**src/rtl/hwf_pkg.sv**
```systemverilog
package hwf_pkg;

    localparam int HW_W   = 16;
    localparam int WORD_W = 2 * HW_W;

    typedef enum logic {
        SZ_HALF = 1'b0,
        SZ_WORD = 1'b1
    } fetch_size_e;

    typedef struct packed {
        logic [HW_W-1:0] hi;
        logic [HW_W-1:0] lo;
    } fetch_word_t;

    // Orders two bank outputs into a little-endian word and trims for size.
    function automatic fetch_word_t order_lanes(
        input logic [HW_W-1:0] even_hw,
        input logic [HW_W-1:0] odd_hw,
        input logic            odd_start,
        input fetch_size_e     size
    );
        fetch_word_t w;
        w.lo = odd_start ? odd_hw  : even_hw;
        w.hi = odd_start ? even_hw : odd_hw;
        if (size == SZ_HALF) begin
            w.hi = '0;
        end
        return w;
    endfunction

endpackage

```
**src/rtl/hwf_addr_split.sv**
```systemverilog
module hwf_addr_split #(
    parameter int AW = 8,
    localparam int RW = AW - 1
) (
    input  logic [AW-1:0] hw_addr,
    output logic [RW-1:0] even_row,
    output logic [RW-1:0] odd_row,
    output logic          odd_start
);
    logic [RW-1:0] base_row;

    always_comb begin
        base_row  = hw_addr[AW-1:1];
        odd_start = hw_addr[0];
        odd_row   = base_row;
        // Odd start: the second halfword lives in the next even row; the
        // increment wraps to row 0 at the top of the array.
        even_row  = odd_start ? RW'(base_row + 1'b1) : base_row;
    end
endmodule

```
**src/rtl/hwf_bank.sv**
```systemverilog
module hwf_bank #(
    parameter int RW = 7,
    parameter int DW = 16,
    localparam int ROWS = 1 << RW
) (
    input  logic          clk,
    input  logic          rst,
    input  logic          rd_en,
    input  logic [RW-1:0] rd_row,
    output logic [DW-1:0] rd_q,
    input  logic          wr_en,
    input  logic [RW-1:0] wr_row,
    input  logic [DW-1:0] wr_d
);
    logic [DW-1:0] cells [ROWS];

    always_ff @(posedge clk) begin
        if (wr_en) begin
            cells[wr_row] <= wr_d;
        end
    end

    // Read register: old contents on a same-row write, holds when idle.
    always_ff @(posedge clk) begin
        if (rst) begin
            rd_q <= '0;
        end else if (rd_en) begin
            rd_q <= cells[rd_row];
        end
    end
endmodule

```
**src/rtl/hwf_steer.sv**
```systemverilog
module hwf_steer
    import hwf_pkg::*;
(
    input  logic [HW_W-1:0]   even_q,
    input  logic [HW_W-1:0]   odd_q,
    input  logic              odd_start_q,
    input  fetch_size_e       size_q,
    output logic [WORD_W-1:0] word
);
    fetch_word_t w;

    always_comb begin
        w    = order_lanes(even_q, odd_q, odd_start_q, size_q);
        word = w;
    end
endmodule

```
**src/rtl/hwf_fetch_mem.sv**
```systemverilog
module hwf_fetch_mem
    import hwf_pkg::*;
#(
    parameter int DEPTH_HW = 256,
    localparam int AW = $clog2(DEPTH_HW),
    localparam int RW = AW - 1
) (
    input  logic          clk,
    input  logic          rst,
    input  logic          rd_en,
    input  logic [AW-1:0] rd_addr,
    input  logic          rd_size,
    output logic [31:0]   rd_data,
    output logic          rd_valid,
    input  logic          wr_en,
    input  logic [AW-1:0] wr_addr,
    input  logic [15:0]   wr_data
);
    logic [RW-1:0]   even_row;
    logic [RW-1:0]   odd_row;
    logic            odd_start;
    logic [RW-1:0]   bank_rd_row [2];
    logic [HW_W-1:0] bank_q      [2];
    logic            odd_start_q;
    fetch_size_e     size_q;
    logic            valid_q;

    hwf_addr_split #(.AW(AW)) u_split (
        .hw_addr   (rd_addr),
        .even_row  (even_row),
        .odd_row   (odd_row),
        .odd_start (odd_start)
    );

    assign bank_rd_row[0] = even_row;
    assign bank_rd_row[1] = odd_row;

    for (genvar b = 0; b < 2; b++) begin : g_bank
        hwf_bank #(.RW(RW), .DW(HW_W)) u_bank (
            .clk    (clk),
            .rst    (rst),
            .rd_en  (rd_en),
            .rd_row (bank_rd_row[b]),
            .rd_q   (bank_q[b]),
            .wr_en  (wr_en && (wr_addr[0] == 1'(b))),
            .wr_row (wr_addr[AW-1:1]),
            .wr_d   (wr_data)
        );
    end

    always_ff @(posedge clk) begin
        if (rst) begin
            odd_start_q <= 1'b0;
            size_q      <= SZ_HALF;
            valid_q     <= 1'b0;
        end else begin
            valid_q <= rd_en;
            if (rd_en) begin
                odd_start_q <= odd_start;
                size_q      <= fetch_size_e'(rd_size);
            end
        end
    end

    hwf_steer u_steer (
        .even_q      (bank_q[0]),
        .odd_q       (bank_q[1]),
        .odd_start_q (odd_start_q),
        .size_q      (size_q),
        .word        (rd_data)
    );

    assign rd_valid = valid_q;
endmodule

```
**config.mk**
```make
export PLATFORM = sky130hd
export DESIGN_NAME = hwf_fetch_mem
export DESIGN_NICKNAME = d
export VERILOG_FILES = /design/src/rtl/hwf_pkg.sv /design/src/rtl/hwf_addr_split.sv /design/src/rtl/hwf_bank.sv /design/src/rtl/hwf_steer.sv /design/src/rtl/hwf_fetch_mem.sv
export SDC_FILE = /design/constraint.sdc
export NUM_CORES = 2
export LEC_CHECK = 0
export ABC_AREA = 0
export ABC_CLOCK_PERIOD_IN_PS = 3250
export BUFFER_PORTS_ARGS = -buffer_cell sky130_fd_sc_hd__buf_2
export CORE_AREA = 2 2 541 543
export DETAILED_ROUTE_END_ITERATION = 6
export DIE_AREA = 0 0 543 545
export PLACE_DENSITY = 0.76
export REMOVE_ABC_BUFFERS = 1
export SLEW_MARGIN = 30
export SYNTH_ARGS = -nofsm -noshare
export SYNTH_HDL_FRONTEND = slang
export SYNTH_SLANG_ARGS = --single-unit
```
**constraint.sdc**
```tcl
create_clock -name clk -period 3.25 [get_ports clk]
set_input_delay 0.975 -clock clk [delete_from_list [all_inputs] [get_ports clk]]
set_output_delay 0.975 -clock clk [all_outputs]
set_load 0.005 [all_outputs]
```
== Word level (Yosys, flattened, before mapping) ==
Memories as Yosys holds them, arrays and structs flattened. A register that Yosys moved wholly into a read port is not among the register bits.
Cells that the tools add are included.
Word-level totals
  register bits: 3
  RAM bits: 4096
  memories: 2
Cells by class
  $add $sub $neg: 1
  mux-type cells: 8
  bitwise operators: 1
  reduce and logical (&&, ||, !) cells: 2
Memory list
  g_bank[0].u_bank.cells: words 128, width 16, rd ports 1, clocked after memory_dff 1, write ports 1, RTL line hwf_bank.sv:15  | logic [DW-1:0] cells [ROWS];
  g_bank[1].u_bank.cells: words 128, width 16, rd ports 1, clocked after memory_dff 1, write ports 1, RTL line hwf_bank.sv:15
Operator list (count)
  two-way mux 16 bit: 3
  adder 7 x 1 -> 7 bit (second input constant): 1
  two-way mux 7 bit: 1
  two-way mux 1 bit: 4
  logical AND 1 bit: 2
  inverter 1 bit: 1

== Depth between registers and ports, before layout ==
  depth in word-level cells: 4
  depth in mapped cells: 12
  mapped depth without buffers: 8

== Modules after synthesis ==
A second synthesis with hierarchy kept.
Second synthesis, totals
  cell total of the unflattened synthesis: 7236
  area, all modules: 160002.2 µm²
By module, submodules not included
  hwf_bank: times used 2, cells each 3575, area an instance 79578.8 µm², sequential area each 61819.3 µm²
  hwf_steer: times used 1, cells each 53, area an instance 570.5 µm², sequential area each 0.0 µm²
  hwf_addr_split: times used 1, cells each 23, area an instance 167.7 µm², sequential area each 0.0 µm²
  hwf_fetch_mem: times used 1, cells each 10, area an instance 106.4 µm², sequential area each 60.1 µm²

== Worst setup path before layout ==
Ideal clock, no wire load.
  path kind: input -> register
  start: input rd_addr[1]
  end: register g_bank[0].u_bank.rd_q[3] (read register of g_bank[0].u_bank.cells)
  arrival: 2.950 ns
  data required time: 3.131 ns
  path slack: 0.180 ns
  cell stages on the path: 10
  cell sequence: buf_4 > xnor2_4 > buf_12 > buf_4 > buf_4 > mux4_2 > a22oi_1 > nand2_1 > o2111ai_1 > nor3_1
Between the ends
  word-level cells in the longest chain between the ends: 2
Ends and longest elaborated chain
  from (decl): RTL line hwf_fetch_mem.sv:11  | input logic [AW-1:0] rd_addr,
  adder 7 x 1 -> 7 bit: RTL line hwf_addr_split.sv:18  | even_row = odd_start ? RW'(base_row + 1'b1) : base_row;
  two-way mux 7 bit *: RTL line hwf_addr_split.sv:18
  to (decl): RTL line hwf_bank.sv:10  | output logic [DW-1:0] rd_q,
Mark *: on every way between the ends. The rest lies on a longest branch, timed or not.
A chain may end at the register's enable or synchronous reset.

== Worst setup path in the final report ==
  start: input rd_addr[1]
  end: register g_bank[0].u_bank.rd_q[4] (read register of g_bank[0].u_bank.cells)
Same word-level chain as after synthesis.

==> flow_metrics.py <==
metrics = {
    "floorplanning": {
        "rows": 198,
        "start_util": 0.5473,
        "core_region_area_sq_um": 290100,
        "io_pins": 70,
        "fp.dieW_um": 543,
        "dieHeight_um": 545,
        "die_area_sq_um": 295900,
    },
    "hold_path": {
        "hold_path_end": "size_q",
        "worstHoldPathType": "in -> reg",
        "min_path_cells": 3,
        "min_from": "rd_size",
    },
    "logic_synthesis": {
        "async_flop_share": 0,
        "ys_warn_count": 0,
        "seq_area_frac_synth": 0.7791,
        "avgSynthCellArea_sq_um": 21.45,
        "synth.distinct_cells": 65,
        "syn_inst": 7402,
        "ys_seq_elements": 4131,
        "synth_edf_count": 4096,
        "synth_area_sq_um": 158800,
        "synth_flop_cell": "edfxtp_1",
    },
    "setup_path": {
        "r2r_setup_slack_ns": 0.58,
        "worstReg2RegEnd": "g_bank[1].u_bank.rd_q[1]",
        "rr_worst_depth": 9,
        "cpMaxStageDelayCell": "a2111oi_0",
        "crit_fanout": 24,
        "timing.rr.start": "g_bank[1].u_bank.cells[27][1]",
        "start_kind": "primary input",
        "crit_path_start": "rd_addr[1]",
        "path_cells": "buf_8 -> ha_1 -> mux2_8 -> buf_4 -> buf_4 -> mux4_2 -> mux2i_1 -> a2111oi_0 -> buf_4 -> o21ai_1 -> nor3_1",
        "crit_top_cell": "buf_4",
        "cpPeakStageDelay_ns": 0.76,
        "crit_path_end_kind": "flop",
        "criticalPathCategory": "in -> reg",
        "critPathRequiredTime_ns": 4.06,
        "arrival_ns": 4.07,
    },
    "final_layout": {
        "fin_nets": 8472,
        "final_cell_mix": "4096 x edfxtp_1, 815 x buf_4, 812 x mux4_2",
        "layout_commonest_cell": "edfxtp_1",
        "area_growth_pct": 16.37,
        "multi_input_area_sq_um": 32850,
        "regArea_sq_um": 123700,
        "drive_above_1_share": 0.2874,
        "final_util": 0.6369,
        "fillers": 18133,
    },
    "drt": {
        "num_vias": 84615,
        "ant_nets": 0,
        "wl_met3_um": 51310,
        "via_per_inst": 6.685,
        "finalWirelength_um": 427600,
        "drt-met1-wl_um": 146100,
        "drcViolationCount": 20,
        "drtIter0Drc": 13002,
        "wire_per_inst_um": 33.79,
        "highest_layer": "met5",
        "dr.pass1.iters": 7,
        "wl_met2_um": 203600,
    },
    "sta": {
        "rsz0062_at_grt": "no",
        "max_freq_mhz": 307.0,
        "maxSlewHeadroom": 0.3003,
        "period_share": 1.002,
        "setup_viol": 1,
        "skew_ns": 0.04744,
        "min_period_ns": 3.257,
        "drv_slew": 0,
        "worst_pin_slew_ns": 1.041,
        "hold_viol": 0,
        "setup_ws_ns": -0.007403,
    },
    "place": {
        "gp_routability_congestion": 0.9088,
        "dpl.hpwl_um": 251700,
        "portBuffers": 69,
        "pre_cts_slack_ns": -1.039,
    },
    "global_routing": {
        "grt_max_degree": 113,
        "antenna_found_initial": 23,
        "grt.overflow.total": 0,
        "globalRouteTotalUtil": 0.2889,
        "grt_pass1_vias": 85184,
        "grt_first_pass_wirelength_um": 612000,
    },
    "power_and_ir_drop": {
        "p_leak_nw": 59.97,
        "power_density_nw_per_um2": 608.5,
        "vdd_drop_max_v": 0.0006506,
    },
    "clocking": {
        "cts_sinks": 4131,
        "htreeDepth": 5,
        "clock_latency_ns": 0.91,
        "ctsHoldBuffers": 0,
        "cts_buffers": 389,
        "clkTransAtPathRegs_ns": 0.07,
        "root_buffer": "clkbuf_16",
        "cts_buffer_depth": 4,
        "cts_tree": "done",
    },
    "run_status": {
        "failed_checks": "DRC, setup timing",
        "outcome": "finished with violations",
    },
    "job": {
        "drv_cap": 0,
    },
}
-- per-layer routing --
layer / global-route usage / vias to the layer above
met5: 0 / -
met2: 0.4584 / 6378
met1: 0.3810 / 43558
li1: - / 33461
met4: 0.1507 / 12
met3: 0.06043 / 1206
-- cell usage after synthesis (15+ instances only) --
master	number	area (sq um)
nor2b_1	27	168.9
mux4_2	812	18290
buf_2	72	360.4
o21ai_0	17	85.08
a311oi_1	15	131.4
and2_1	23	143.9
nor3_1	46	230.2
dfxtp_1	35	700.7
a2111oi_0	34	297.8
buf_4	84	630.6
o22ai_1	87	544.3
buf_1	52	195.2
o211ai_1	19	142.6
nand2_1	79	296.5
nor2_1	324	1216
mux2_2	21	236.5
o31a_1	15	131.4
o221ai_1	205	1795
o21ai_1	17	85.08
edfxtp_1	4096	123000
or3_1	31	193.9
nand3_1	68	340.3
o2111ai_1	17	148.9
o31ai_1	28	210.2
a211oi_1	15	112.6
buf_6	29	326.6
mux2i_1	500	5005
a22oi_1	213	1599
clkbuf_1	200	750.7
a21oi_1	153	765.7
-- registers in the layout (all words and copies together) (netlist names) --
register and cells:
rd_valid 1, g_bank.u_bank.rd_q 32, size_q 1, g_bank.u_bank.cells 4096
odd_start_q 1
-- power by group --
part	internal [W]	switching [W]	leakage, nW
logic	0.00332	0.00468	16.6
registers	0.0587	0.000174	37.1
clock network	0.0261	0.0195	6.22
-- area by class of cell --
| class | instances | area share |
|---|---|---|
| antenna | 9 | 0.0001219 |
| clock buffer | 482 | 0.05582 |
| clock inverter | 223 | 0.01250 |
| inverter | 7 | 0.0001828 |
| multi-input combinational | 2821 | 0.1778 |
| sequential | 4131 | 0.6695 |
| tap | 3900 | 0.02641 |
| timing repair buffer | 1084 | 0.05764 |
-- kinds of logic after synthesis --
kind of cell | synth area share
buffers and inverters | 0.01507
adders and majority gates | 0.00007879
DFF | 0.7791
xor gates and xnor gates | 0.0005989
and+or+nand+nor | 0.01760
AOI/OAI and AO/OA | 0.03894
muxes | 0.1486
-- how the worst max path moves through the flow --
stage	endpoint	slack (ns)	cells past startpoint
2_1_floorplan	g_bank[0].u_bank.rd_q[15]	-15.54	7
3_3_place_gp	g_bank[0].u_bank.rd_q[3]	-1.05	11
3_5_place_dp	g_bank[0].u_bank.rd_q[3]	-1.04	11
4_1_cts	g_bank[1].u_bank.rd_q[1]	0.04	13
5_1_grt	g_bank[0].u_bank.rd_q[12]	0.008	14
6_report	g_bank[0].u_bank.rd_q[4]	-0.007	11
-- worst max-delay path: cells and delay by family --
kind            cells  cell delay [ns]
mux                 3             0.80
compound gates      2             0.83
fa+ha+maj           1             0.32
buf+inv             4             0.85
simple gates        1             0.21
-- metrics by stage --
step | hold slack, ns | area [sq um] | instances | total power [W] | setup TNS, ns
after CTS | 0.2623 | 184700 | 12648 | 0.1126 | 0
after global placement | 0.6279 | 172000 | 11943 | 0.06751 | -23.31
after global routing | 0.3051 | 184700 | 12651 | 0.1148 | 0
after detailed placement | 0.6699 | 172100 | 11943 | 0.06771 | -22.90
final | 0.3020 | 184800 | 12657 | 0.1124 | -0.007403
after floorplan | 0.4593 | 156400 | 6959 | 0.06420 | -278.82
-- repair_timing --
| action | CTS | global route |
|---|---|---|
| gates cloned | 0 | 0 |
| pin swaps | 0 | 0 |
| setup endpoints to repair | 4 | 6 |
| buffers inserted | 0 | 0 |
| gates resized for setup | 4 | 10 |
(Power assumes the default switching activity.)
